**src/rtl/wish_pkg.sv**
```systemverilog
package wish_pkg;

  typedef enum logic [1:0] {
    BK_NORMAL = 2'b00,
    BK_JUMP   = 2'b01,
    BK_JOIN   = 2'b10,
    BK_LOOP   = 2'b11
  } br_kind_e;

  typedef enum logic [1:0] {
    RO_NONE,
    RO_FLUSH_TGT,
    RO_FLUSH_FALL,
    RO_LATE
  } res_out_e;

  // tracked per in-flight branch
  typedef struct packed {
    logic     valid;
    br_kind_e kind;
    logic     pred;
    logic     quiet;      // predicated jump/join: never flushes
    logic     loop_low;   // low-confidence loop
    logic     exit_seen;  // a not-taken fetch of this loop came later (or itself)
  } slot_meta_t;

  typedef struct packed {
    logic taken;
    logic low;
    logic set_mode;
    logic clr_mode;
  } fetch_dec_t;

  // fetch-side decision for a presented branch
  function automatic fetch_dec_t decide_fetch(br_kind_e kind, logic pred,
                                              logic conf_hi, logic mode);
    fetch_dec_t d;
    d       = '0;
    d.taken = pred;
    case (kind)
      BK_JUMP: begin
        if (mode || !conf_hi) begin
          d.taken    = 1'b0;
          d.low      = 1'b1;
          d.set_mode = !mode;
        end
      end
      BK_JOIN: begin
        if (mode) begin
          d.taken    = 1'b0;
          d.low      = 1'b1;
          d.clr_mode = 1'b1;
        end
      end
      BK_LOOP: d.low = !conf_hi;
      default: ;
    endcase
    return d;
  endfunction

  // resolution-side decision for a tracked slot
  function automatic res_out_e decide_resolve(slot_meta_t m, logic cnt_nz,
                                              logic actual);
    if (!m.valid || m.quiet) return RO_NONE;
    if (m.loop_low) begin
      if (actual && !m.pred) return RO_FLUSH_TGT;
      if (!actual && m.pred) return (m.exit_seen && cnt_nz) ? RO_LATE : RO_FLUSH_FALL;
      return RO_NONE;
    end
    if (actual != m.pred) return actual ? RO_FLUSH_TGT : RO_FLUSH_FALL;
    return RO_NONE;
  endfunction

endpackage

```
**src/rtl/wish_mode_flag.sv**
```systemverilog
module wish_mode_flag (
  input  logic clk,
  input  logic rst_n,
  input  logic kill,
  input  logic set_req,
  input  logic clr_req,
  output logic mode
);
  logic mode_q;

  always_ff @(posedge clk) begin
    if (!rst_n)       mode_q <= 1'b0;
    else if (kill)    mode_q <= 1'b0;
    else if (set_req) mode_q <= 1'b1;
    else if (clr_req) mode_q <= 1'b0;
  end

  assign mode = mode_q;

  // a flush always leaves predicated mode
  p_kill_clears_r10: assert property (@(posedge clk) disable iff (!rst_n)
    kill |=> !mode);

endmodule

```
**src/rtl/wish_slot_table.sv**
```systemverilog
module wish_slot_table
  import wish_pkg::*;
#(
  parameter int NSLOT = 8,
  parameter int PC_W  = 32,
  parameter int CNT_W = 3,
  localparam int TAG_W = $clog2(NSLOT)
) (
  input  logic             clk,
  input  logic             rst_n,
  input  logic             clear_all,
  input  logic             wr_en,
  input  logic [TAG_W-1:0] wr_idx,
  input  slot_meta_t       wr_meta,
  input  logic [PC_W-1:0]  wr_tgt,
  input  logic [PC_W-1:0]  wr_fall,
  input  logic             sib_en,
  input  logic [PC_W-1:0]  sib_tgt,
  input  logic             sib_exit,
  input  logic             sq_en,
  input  logic [PC_W-1:0]  sq_tgt,
  input  logic             fr_en,
  input  logic [TAG_W-1:0] fr_idx,
  input  logic [TAG_W-1:0] rd_idx,
  output slot_meta_t       rd_meta,
  output logic             rd_cnt_nz,
  output logic [PC_W-1:0]  rd_tgt,
  output logic [PC_W-1:0]  rd_fall
);
  localparam logic [CNT_W-1:0] CNT_MAX = '1;

  slot_meta_t             meta_q [NSLOT];
  logic [CNT_W-1:0]       cnt_q  [NSLOT];
  logic [PC_W-1:0]        tgt_q  [NSLOT];
  logic [PC_W-1:0]        fall_q [NSLOT];
  logic [NSLOT-1:0]       vld;

  function automatic logic [CNT_W-1:0] sat_inc(logic [CNT_W-1:0] c);
    return (c == CNT_MAX) ? c : c + 1'b1;
  endfunction

  for (genvar g = 0; g < NSLOT; g++) begin : g_slot
    logic sib_hit, sq_hit, fr_hit, wr_hit;
    assign wr_hit  = wr_en && (wr_idx == TAG_W'(g));
    assign fr_hit  = fr_en && (fr_idx == TAG_W'(g));
    assign sq_hit  = sq_en && meta_q[g].valid && meta_q[g].loop_low && (tgt_q[g] == sq_tgt);
    assign sib_hit = sib_en && meta_q[g].valid && meta_q[g].loop_low &&
                     !meta_q[g].exit_seen && (tgt_q[g] == sib_tgt);
    assign vld[g]  = meta_q[g].valid;

    always_ff @(posedge clk) begin
      if (!rst_n) begin
        meta_q[g] <= '0;
        cnt_q[g]  <= '0;
        tgt_q[g]  <= '0;
        fall_q[g] <= '0;
      end else if (clear_all) begin
        meta_q[g].valid <= 1'b0;
      end else if (wr_hit) begin
        meta_q[g] <= wr_meta;
        cnt_q[g]  <= '0;
        tgt_q[g]  <= wr_tgt;
        fall_q[g] <= wr_fall;
      end else if (fr_hit || sq_hit) begin
        meta_q[g].valid <= 1'b0;
      end else if (sib_hit) begin
        cnt_q[g]            <= sat_inc(cnt_q[g]);
        meta_q[g].exit_seen <= sib_exit;
      end
    end
  end

  assign rd_meta   = meta_q[rd_idx];
  assign rd_cnt_nz = (cnt_q[rd_idx] != '0);
  assign rd_tgt    = tgt_q[rd_idx];
  assign rd_fall   = fall_q[rd_idx];

  // a flush leaves nothing tracked
  p_clear_empties_r10: assert property (@(posedge clk) disable iff (!rst_n)
    clear_all |=> (vld == '0));

endmodule

```
**src/rtl/wish_resolve_unit.sv**
```systemverilog
module wish_resolve_unit
  import wish_pkg::*;
#(
  parameter int PC_W = 32
) (
  input  logic            clk,
  input  logic            rst_n,
  input  logic            res_valid,
  input  logic            res_taken,
  input  slot_meta_t      meta,
  input  logic            cnt_nz,
  input  logic [PC_W-1:0] tgt,
  input  logic [PC_W-1:0] fall,
  output logic            flush_now,
  output logic            late_now,
  output logic            flush_o,
  output logic [PC_W-1:0] redirect_o
);
  res_out_e outc;

  always_comb begin
    outc = RO_NONE;
    if (res_valid) outc = decide_resolve(meta, cnt_nz, res_taken);
  end

  assign flush_now = (outc == RO_FLUSH_TGT) || (outc == RO_FLUSH_FALL);
  assign late_now  = (outc == RO_LATE);

  always_ff @(posedge clk) begin
    if (!rst_n) begin
      flush_o    <= 1'b0;
      redirect_o <= '0;
    end else begin
      flush_o <= flush_now;
      if (flush_now) redirect_o <= (outc == RO_FLUSH_TGT) ? tgt : fall;
    end
  end

  // predicated jump/join resolutions are absorbed
  p_quiet_no_flush_r4: assert property (@(posedge clk) disable iff (!rst_n)
    (res_valid && meta.valid && meta.quiet) |=> !flush_o);

  // early exit returns fetch to the loop body
  p_early_target_r7: assert property (@(posedge clk) disable iff (!rst_n)
    (res_valid && meta.valid && meta.loop_low && !meta.pred && res_taken)
      |=> (flush_o && redirect_o == $past(tgt)));

  // the flush request lasts one cycle
  p_flush_pulse_r11: assert property (@(posedge clk) disable iff (!rst_n)
    flush_o |=> !flush_o);

endmodule

```
**src/rtl/wish_fetch_ctrl.sv**
```systemverilog
module wish_fetch_ctrl
  import wish_pkg::*;
#(
  parameter int NSLOT = 8,
  parameter int PC_W  = 32,
  parameter int CNT_W = 3,
  localparam int TAG_W = $clog2(NSLOT)
) (
  input  logic             clk,
  input  logic             rst_n,
  input  logic             fet_valid,
  input  logic [1:0]       fet_kind,
  input  logic             fet_pred,
  input  logic             fet_conf_hi,
  input  logic [TAG_W-1:0] fet_tag,
  input  logic [PC_W-1:0]  fet_tgt_pc,
  input  logic [PC_W-1:0]  fet_fall_pc,
  input  logic             res_valid,
  input  logic [TAG_W-1:0] res_tag,
  input  logic             res_taken,
  output logic             fet_taken,
  output logic             fet_predicated,
  output logic             pred_mode,
  output logic             flush,
  output logic [PC_W-1:0]  redirect_pc
);
  br_kind_e   kind;
  fetch_dec_t dec;
  slot_meta_t wr_meta, rd_meta;
  logic       fet_accept, flush_now, late_now, rd_cnt_nz, loop_low_fetch;
  logic [PC_W-1:0] rd_tgt, rd_fall;

  assign kind = br_kind_e'(fet_kind);
  assign dec  = decide_fetch(kind, fet_pred, fet_conf_hi, pred_mode);

  assign fet_taken      = dec.taken;
  assign fet_predicated = dec.low;

  // a fetch beside a flushing resolution is on the wrong path
  assign fet_accept     = fet_valid && !flush_now;
  assign loop_low_fetch = dec.low && (kind == BK_LOOP);

  always_comb begin
    wr_meta           = '0;
    wr_meta.valid     = 1'b1;
    wr_meta.kind      = kind;
    wr_meta.pred      = fet_pred;
    wr_meta.quiet     = dec.low && (kind != BK_LOOP);
    wr_meta.loop_low  = loop_low_fetch;
    wr_meta.exit_seen = loop_low_fetch && !fet_pred;
  end

  wish_mode_flag u_mode (
    .clk     (clk),
    .rst_n   (rst_n),
    .kill    (flush_now),
    .set_req (fet_accept && dec.set_mode),
    .clr_req (fet_accept && dec.clr_mode),
    .mode    (pred_mode)
  );

  wish_slot_table #(.NSLOT(NSLOT), .PC_W(PC_W), .CNT_W(CNT_W)) u_tab (
    .clk       (clk),
    .rst_n     (rst_n),
    .clear_all (flush_now),
    .wr_en     (fet_accept),
    .wr_idx    (fet_tag),
    .wr_meta   (wr_meta),
    .wr_tgt    (fet_tgt_pc),
    .wr_fall   (fet_fall_pc),
    .sib_en    (fet_accept && loop_low_fetch),
    .sib_tgt   (fet_tgt_pc),
    .sib_exit  (!fet_pred),
    .sq_en     (late_now),
    .sq_tgt    (rd_tgt),
    .fr_en     (res_valid),
    .fr_idx    (res_tag),
    .rd_idx    (res_tag),
    .rd_meta   (rd_meta),
    .rd_cnt_nz (rd_cnt_nz),
    .rd_tgt    (rd_tgt),
    .rd_fall   (rd_fall)
  );

  wish_resolve_unit #(.PC_W(PC_W)) u_res (
    .clk        (clk),
    .rst_n      (rst_n),
    .res_valid  (res_valid),
    .res_taken  (res_taken),
    .meta       (rd_meta),
    .cnt_nz     (rd_cnt_nz),
    .tgt        (rd_tgt),
    .fall       (rd_fall),
    .flush_now  (flush_now),
    .late_now   (late_now),
    .flush_o    (flush),
    .redirect_o (redirect_pc)
  );

  // normal branches follow the predictor
  p_normal_follow_r2: assert property (@(posedge clk) disable iff (!rst_n)
    (fet_valid && fet_kind == 2'b00) |-> (fet_taken == fet_pred));

  // an untrusted wish jump opens a predicated region
  p_mode_set_r4: assert property (@(posedge clk) disable iff (!rst_n)
    (fet_valid && fet_kind == 2'b01 && !fet_conf_hi && !pred_mode && !flush_now)
      |=> pred_mode);

  // the matching join closes it
  p_join_clears_r5: assert property (@(posedge clk) disable iff (!rst_n)
    (fet_valid && fet_kind == 2'b10 && pred_mode && !flush_now) |=> !pred_mode);

endmodule

```
**config.mk**
```make
export PLATFORM = sky130hd
export DESIGN_NAME = wish_fetch_ctrl
export DESIGN_NICKNAME = d
export VERILOG_FILES = /design/src/rtl/wish_pkg.sv /design/src/rtl/wish_mode_flag.sv /design/src/rtl/wish_slot_table.sv /design/src/rtl/wish_resolve_unit.sv /design/src/rtl/wish_fetch_ctrl.sv
export SDC_FILE = /design/constraint.sdc
export NUM_CORES = 1
export LEC_CHECK = 0
export CORE_MARGIN = 10
export CORE_UTILIZATION = 60
export CTS_CLUSTER_DIAMETER = 80
export DETAILED_ROUTE_END_ITERATION = 10
export MAX_ROUTING_LAYER = met4
export PLACE_DENSITY = 0.78
export SLEW_MARGIN = 20
export SYNTH_ARGS = -nofsm -noshare
export SYNTH_HDL_FRONTEND = slang
export SYNTH_HIERARCHICAL = 1
export SYNTH_SLANG_ARGS = --single-unit
```
**constraint.sdc**
```tcl
create_clock -name clk -period 7.8 [get_ports clk]
set_clock_uncertainty 0.1 [all_clocks]
set_input_delay 1.17 -clock clk [delete_from_list [all_inputs] [get_ports clk]]
set_output_delay 1.17 -clock clk [all_outputs]
set_load 0.005 [all_outputs]
```
## Yosys cells after proc, flatten, opt, wreduce, memory -nomap -nowiden

Memory sizes are Yosys's and may differ from the RTL's.
Cells that the tools add are included.

| storage, ports and cells | value |
|---|---|
| output and inout bits | 36 |
| register bits after elaboration | 34 |
| bits of input ports | 79 |
| bits in writable memories | 592 |
| memories kept | 4 |
| word-level logic and storage cells | 492 |

| operators by class | value |
|---|---|
| eq/ne operators | 46 |
| add/sub/neg operators | 8 |
| reduce and logical (&&, ||, !) cells | 113 |
| mux-type cells | 245 |
| bitwise gates (word level) | 73 |

Memories:

| memory | depth | bits a word | rd ports | clocked after memory_dff | write ports | RTL line | RTL |
|---|---|---|---|---|---|---|---|
| u_tab.fall_q | 8 | 32 | 1 | 0 | 8 | wish_slot_table.sv:35 | `logic [PC_W-1:0] fall_q [NSLOT];` |
| u_tab.tgt_q | 8 | 32 | 9 | 0 | 8 | wish_slot_table.sv:34 | `logic [PC_W-1:0] tgt_q [NSLOT];` |
| u_tab.meta_q | 8 | 7 | 9 | 0 | 8 | wish_slot_table.sv:32 | `slot_meta_t meta_q [NSLOT];` |
| u_tab.cnt_q | 8 | 3 | 9 | 0 | 8 | wish_slot_table.sv:33 | `logic [CNT_W-1:0] cnt_q [NSLOT];` |

Operator list:

| operator | number |
|---|---|
| $mux W32 | 17 |
| $eq A32 B32 Y1 | 16 |
| $mux W1 | 180 |
| $logic_and A1 B1 Y1 | 82 |
| $mux W3 | 25 |
| $or A1 B1 Y1 | 72 |
| $eq A3 B3 Y1 const B | 16 |
| $mux W6 | 8 |
| $mux W2 | 13 |
| $add A3 B1 Y3 const B | 8 |
| $logic_not A1 Y1 | 15 |
| $eq A3 B2 Y1 const B | 4 |
| $logic_or A1 B1 Y1 | 11 |
| $eq A2 B2 Y1 const B | 4 |
| $eq A3 B1 Y1 const B | 2 |
| $logic_not A3 Y1 | 2 |
| $eq A2 B1 Y1 const B | 2 |
| $pmux W1 S3 | 1 |
| $reduce_bool A3 Y1 | 1 |
| $ne A2 B2 Y1 const B | 1 |
| $pmux W1 S2 | 1 |
| $reduce_bool A2 Y1 | 1 |
| $reduce_or A2 Y1 | 1 |
| $ne A1 B1 Y1 | 1 |
| $not A1 Y1 | 1 |

## Depth between registers and ports, before layout

Gate-level depths: netlist of the first run.
An unclocked memory read counts as a cell.

| logic depth | value |
|---|---|
| depth after elaboration | 35 |
| gate-level depth with buffers | 20 |

## By module

The synthesis of the first run kept the hierarchy.

By module, submodules not included:

| module | cells each | instances | seq. area each (µm²) | area an instance (µm²) |
|---|---|---|---|---|
| wish_slot_table | 2400 | 1 | 17777.0 | 32800.2 |
| wish_resolve_unit | 154 | 1 | 660.6 | 1515.2 |
| wish_fetch_ctrl | 23 | 1 | 0.0 | 175.2 |
| wish_mode_flag | 4 | 1 | 20.0 | 40.0 |

## Worst setup path before layout of the first run

No wires, ideal clock.

| path | value |
|---|---|
| path type | input to register |
| start | in res_tag[0] |
| end | mem u_tab.fall_q[3][0], enable pin |
| cell stages on the path | 17 |
| setup slack | 1.506 ns |
| arrival | 5.771 ns |
| path through | clkbuf_1 -> clkbuf_1 -> buf_2 -> mux4_2 -> mux2_2 -> nand3b_1 -> nand2b_1 -> ha_1 -> inv_2 -> buf_6 -> buf_2 -> nand2b_4 -> inv_1 -> nor2b_1 -> nand3_1 -> o21a_1 -> inv_1 |

RTL lines:

| what | RTL line | RTL |
|---|---|---|
| start, declared | wish_fetch_ctrl.sv:19 | `input logic [TAG_W-1:0] res_tag,` |
| end, declared | wish_slot_table.sv:35 |  |

==> results of run 1 <==
-- final cells by class --
class / count / area, um^2
sequential: 610 / 18000
fill: 3923 / 17600
multi-input combinational: 1742 / 15000
clock buffer: 91 / 1890
timing repair buffer: 159 / 1540
tap: 748 / 936
clock inverter: 32 / 419
inverter: 18 / 77.6
antenna: 5 / 12.5
-- flip-flops by register name, indices dropped and copies added, names as in the netlist --
name              count
u_mode/mode           1
u_tab/tgt_q         256
u_tab/meta_q         40
u_res/flush_o         1
u_tab/fall_q        256
u_res/redirect_o     32
u_tab/cnt_q          24
-- worst max-delay path, stage by stage --
cell	delay, ns
buf_8	0.57
mux4_2	0.60
mux2_2	0.29
nor2b_1	0.16
nand4_1	0.11
a21oi_1	0.11
ha_2	0.35
inv_2	0.04
nand2b_4	0.14
a211oi_1	0.48
nand3b_4	0.29
nor4_1	1.15
nand4_1	0.31
or4_4	0.62
o21ai_2	0.20
-- layout by cell type (no fill, tap or decap), drive strengths merged, types with 2 or more instances in the layout --
| master | count |
|---|---|
| a21oi | 40 |
| dfxtp | 34 |
| nand4 | 61 |
| nor3 | 13 |
| or3 | 7 |
| mux4 | 139 |
| nand2b | 10 |
| ha | 22 |
| mux2 | 69 |
| nand2 | 21 |
| bufinv | 5 |
| and2 | 558 |
| a211oi | 3 |
| clkdlybuf4s50 | 110 |
| diode | 5 |
| nor4 | 97 |
| conb | 8 |
| nand3 | 30 |
| nor2 | 21 |
| xor2 | 322 |
| clkbuf | 91 |
| clkinv | 33 |
| nand3b | 2 |
| edfxtp | 576 |
| inv | 11 |
| o21ai | 54 |
| buf | 49 |
| or4 | 17 |
| o21a | 8 |
| nor2b | 8 |
| mux2i | 33 |
| xnor2 | 190 |
| o31ai | 2 |
-- final timing paths --
kind | endpoint | slack, ns
min reg2reg | u_res/redirect_o[27]$_SDFFE_PN0P_ | 0.42
max reg2reg | u_tab/cnt_q[6][2]$_SDFFCE_PN0P_ | 1.97
max | u_tab/cnt_q[6][2]$_SDFFCE_PN0P_ | 1.32
min | u_res/redirect_o[27]$_SDFFE_PN0P_ | 0.42
-- power by group --
group / internal [mW] / switching (mW)
Sequential: 3.75 / 0.155
Combinational: 0.433 / 0.800
Clock: 1.90 / 1.39
-- routing by layer --
layer,up-vias,GRT usage,wire (um),share of wire
met3,406,0.0956,16200,0.13
met2,1928,0.562,56000,0.44
met1,11815,0.502,45900,0.36
met4,0,0.225,9020,0.071
li1,9302,-,-,-
met5,-,-,0,0
-- stage by stage --
stage	setup WS (ns)	total power [mW]	util	hold slack, ns	cells
6_report	1.32	8.42	0.682	0.420	3405
5_1_grt	1.29	8.58	0.682	0.444	3404
4_1_cts	1.48	8.37	0.682	0.424	3400
3_5_place_dp	0.844	5.13	0.640	0.400	3277
3_3_place_gp	0.897	5.12	0.640	0.400	3277
2_1_floorplan	1.55	4.58	-	0.395	2550
==> out/results.ini, run 1 <==
[run_status]
status = finished, final reports clean

[sta]
setup_viol = 0
slew_viol_final = 0
rsz0062_at_grt = no
timing.fmax_mhz = 154
relSlewSlack = 0.143
setup-tns-final_ns = 0
min_period_ns = 6.48
period_share = 0.831
tightest_slew_ns = 1.27
hold_viol = 0

[die]
die_w_um = 257
ios = 115
core-area_um2 = 55400
start_util = 0.611
rows = 86
die_area_um2 = 66300
dieHeight_um = 257

[cells_and_area]
areaGrowthSynthToFinish_pct = 11.8
layout-drive-gt1-share = 0.151
fin_nets = 2700
design_area_um2 = 37800

[clock_network]
clk_latency_ns = 0.64
clk_pin_slew_ns = 0.06
cts-resized-gates = 0
cts_root_buffer = clkbuf_16
cts_max_path_buffers = 3
cts_tree = done
h-tree-depth = 3
cts_buffers = 68
ctsHoldBuffers = 0
cts_setup_buffers = 0
clock_sinks = 610

[logic_synthesis]
synth.avg_cell_area_um2 = 13.3
yosys_warnings = 6
syn_area_um2 = 33800
synth_cells = 2543

[setup_path]
critPathLaunch = res_tag[0]
reg2regPathDepth = 14
path_class = input port to flop
cp_max_fo = 72
critPathCaptureType = flop
critPathRequiredTime_ns = 8.02
timing.rr.start = u_tab/cnt_q[6][0]$_SDFFCE_PN0P_
worstPathArrival_ns = 6.70
startpoint_type = input port

[worst_hold_path]
hp-class = flop to flop
whs_path_depth = 2
hold_path_startpoint = u_res/redirect_o[27]$_SDFFE_PN0P_

[grt]
grt_use_total = 0.391
antenna_found_initial = 8
grt_pass1_vias = 23042
grt_first_pass_wirelength_um = 178000
grt.overflow.total = 0
grt_max_degree = 75

[pwr]
leakagePower_nw = 13.9
p_per_area_nw_per_um2 = 223
ir_drop_v = 0.000205

[drt]
via_per_inst = 6.89
antenna_left = 0
drc = 0
via_count = 23451
wl_um = 127000
wire_per_inst_um = 37.3
initialDrtViolationCount = 3964
first_pass_iters = 6

[flow_run]
cap_violations = 0

[placement]
port-buffer-count = 114
gp_congestion = 1.11
dp_hpwl_um = 85700
placed_cell_area_um2 = 35500

No activity file was read; power rests on OpenSTA's default activity.
==> run 2: changes to the inputs <==
--- a/config.mk
+++ b/config.mk
@@ -6,11 +6,11 @@
 export NUM_CORES = 1
 export LEC_CHECK = 0
 export CORE_MARGIN = 10
-export CORE_UTILIZATION = 60
+export CORE_UTILIZATION = 56
 export CTS_CLUSTER_DIAMETER = 80
 export DETAILED_ROUTE_END_ITERATION = 10
 export MAX_ROUTING_LAYER = met4
-export PLACE_DENSITY = 0.78
+export PLACE_DENSITY = 0.77
 export SLEW_MARGIN = 20
 export SYNTH_ARGS = -nofsm -noshare
 export SYNTH_HDL_FRONTEND = slang
==> constraint.sdc (replaced) <==
create_clock -name clk -period 5.9 [get_ports clk]
set_clock_uncertainty 0.1 [all_clocks]
set_input_delay 0.885 -clock clk [delete_from_list [all_inputs] [get_ports clk]]
set_output_delay 0.885 -clock clk [all_outputs]
set_load 0.005 [all_outputs]
==> out/results.ini, run 2 (synthesis results as in run 1) <==
[grt]
grt_max_degree = 70  ; -6.7%
grt.overflow.total = 0  ; unchanged
grt_pass1_vias = 22651  ; -1.7%
grt_use_total = 0.381  ; -0.0104
antenna_found_initial = 7  ; -1
grt_first_pass_wirelength_um = 182000  ; +2.1%

[cells_and_area]
layout-drive-gt1-share = 0.163  ; +0.0118
register_area_um2 = 18000  ; unchanged
layout_commonest_cell = edfxtp_1
fillers = 4534  ; +16%
top_regs = u_tab/fall_q: 256 flops, u_tab/tgt_q: 256 flops, u_tab/meta_q: 40 flops
fin_nets = 2744  ; +1.6%
design_area_um2 = 38100  ; +0.87%
multi_input_area_um2 = 15000  ; unchanged
areaGrowthSynthToFinish_pct = 12.7
layout_common_cells = 576 x edfxtp_1, 558 x and2_1, 322 x xor2_1

[die]
dieHeight_um = 266  ; +3.2%
die_area_um2 = 70700  ; +6.6%
start_util = 0.563  ; -0.0479
rows = 90  ; +4.7%
core-area_um2 = 60100  ; +8.5%
die_w_um = 266  ; +3.2%
ios = 115  ; unchanged

[drt]
drc = 0  ; unchanged
via_count = 23091  ; -1.5%
first_pass_iters = 6  ; unchanged
initialDrtViolationCount = 3491  ; -12%
via_per_inst = 6.64  ; -3.7%
antenna_left = 0  ; unchanged
wire_per_inst_um = 37.5  ; +0.50%
wl_um = 131000  ; +2.7%

[sta]
fin_ws_ns = 1.06  ; -0.258 ns
setup-tns-final_ns = 0  ; unchanged
timing.fmax_mhz = 207
hold_viol = 0  ; unchanged
setup_viol = 0  ; unchanged
min_period_ns = 4.84
slew_viol_final = 0  ; unchanged
tightest_slew_ns = 1.15  ; -0.121 ns
rsz0062_at_grt = no
period_share = 0.820
relSlewSlack = 0.229  ; +0.0862

[pwr]
p_per_area_nw_per_um2 = 288  ; +29%
fin_total_pwr_mw = 11.0  ; +31%
leakagePower_nw = 14.1  ; +1.2%
ir_drop_v = 0.000375  ; +83%

[setup_path]
cpLargestDelayFamily = simple AND/OR/NAND/NOR gates
crit_buf_inv = 2  ; unchanged
path_class = input port to flop
reg2regPathDepth = 15  ; +1
worstPathArrival_ns = 5.10  ; -1.60 ns
critPathCaptureType = flop
worstPathCellList = buf_6 > buf_4 > mux4_2 > mux2_2 > xnor2_1 > nand4_1 > or4_1 > nor3_1 > nor4_1 > and2_1
critPathRequiredTime_ns = 6.17  ; -1.85 ns
cp_max_fo = 58  ; -19%
critPathMaxStageDelay_ns = 0.74  ; -0.41 ns
startpoint_type = input port
crit_cells = 10  ; -5
cp_slowest_cell = xnor2_1

[clock_network]
ctsHoldBuffers = 0  ; unchanged
cts_tree = done
h-tree-depth = 3  ; unchanged
cts_max_path_buffers = 3  ; unchanged
cts_buffers = 66  ; -2.9%
cts-resized-gates = 0  ; unchanged
clk_latency_ns = 0.61  ; -0.03 ns
clock_sinks = 610  ; unchanged
clk_pin_slew_ns = 0.06  ; about the same
cts_setup_buffers = 0  ; unchanged
cts_root_buffer = clkbuf_16

[placement]
place_ws_ns = 0.534  ; -0.310 ns
placed_cell_area_um2 = 36000  ; +1.5%
gp_congestion = 1.08  ; -2.9%
dp_hpwl_um = 90900  ; +6.2%
port-buffer-count = 114  ; unchanged

[run_status]
status = finished, final reports clean

[flow_run]
cap_violations = 0  ; unchanged

[worst_hold_path]
hp-class = flop to flop
whs_path_depth = 2  ; unchanged

[run 2: cell count changes in the layout (fill, tap and decap cells not counted), moves of 3 or more]
cell and change:
clkbuf_1 -5, clkinv_2 -7, buf_4 +36, clkinv_1 +8
clkinvlp_4 +7, clkinv_16 -4, inv_6 +3, buf_12 +10
[run 2: routing by layer]
| metal | up-vias | global-route usage | share of wire |
|---|---|---|---|
| li1 | 9391 | - | - |
| met1 | 11715 | 0.509 | 0.39 |
| met2 | 1709 | 0.548 | 0.44 |
| met3 | 276 | 0.0784 | 0.11 |
| met4 | 0 | 0.188 | 0.057 |
| met5 | - | - | 0 |
[run 2: worst register-to-register path, cell delays in order (launching register included)]
cell and delay (ns):
edfxtp_1 0.43, nor3_1 0.39, a21oi_1 0.16, mux4_2 0.51, nand4_1 0.13, a21oi_1 0.10
ha_2 0.34, inv_2 0.04, nand2b_4 0.14, a211oi_1 0.31, buf_4 0.18, nand3b_4 0.16
nor4_1 0.33, nand4_1 0.16, nor4_2 0.57, mux2i_1 0.45
[run 2: metrics by stage]
step	std cells	hold slack, ns	utilization
detailed placement	3357	0.400	0.599
floorplan	2550	0.395	-
finish	3480	0.414	0.634
global placement	3357	0.397	0.599
global route	3480	0.450	0.634
CTS	3475	0.413	0.634
[run 2: final timing paths]
kind	slack [ns]	to	startpoint
worst max-delay path	1.06	u_tab/cnt_q[5][2]$_SDFFCE_PN0P_	res_tag[1]
worst min-delay path	0.41	u_res/redirect_o[27]$_SDFFE_PN0P_	u_res/redirect_o[27]$_SDFFE_PN0P_
worst max register to register	1.06	u_tab/cnt_q[4][1]$_SDFFCE_PN0P_	u_tab/cnt_q[3][0]$_SDFFCE_PN0P_
worst min register to register	0.41	u_res/redirect_o[27]$_SDFFE_PN0P_	u_res/redirect_o[27]$_SDFFE_PN0P_
[run 2: final cells by class]
cell class / count / area share
Antenna cell: 5 / 0.000328
Clock buffer: 82 / 0.0471
Clock inverter: 36 / 0.00846
Inverter: 18 / 0.00230
Multi-Input combinational cell: 1742 / 0.392
Sequential cell: 610 / 0.471
Tap cell: 782 / 0.0256
Timing Repair Buffer: 205 / 0.0527
[run 2: report_power, final]
group	leakage, nW	total [mW]	switching, mW	internal, mW
Sequential	6.30	5.14	0.194	4.95
Clock	1.03	4.16	1.80	2.36
Combinational	6.76	1.70	1.09	0.605
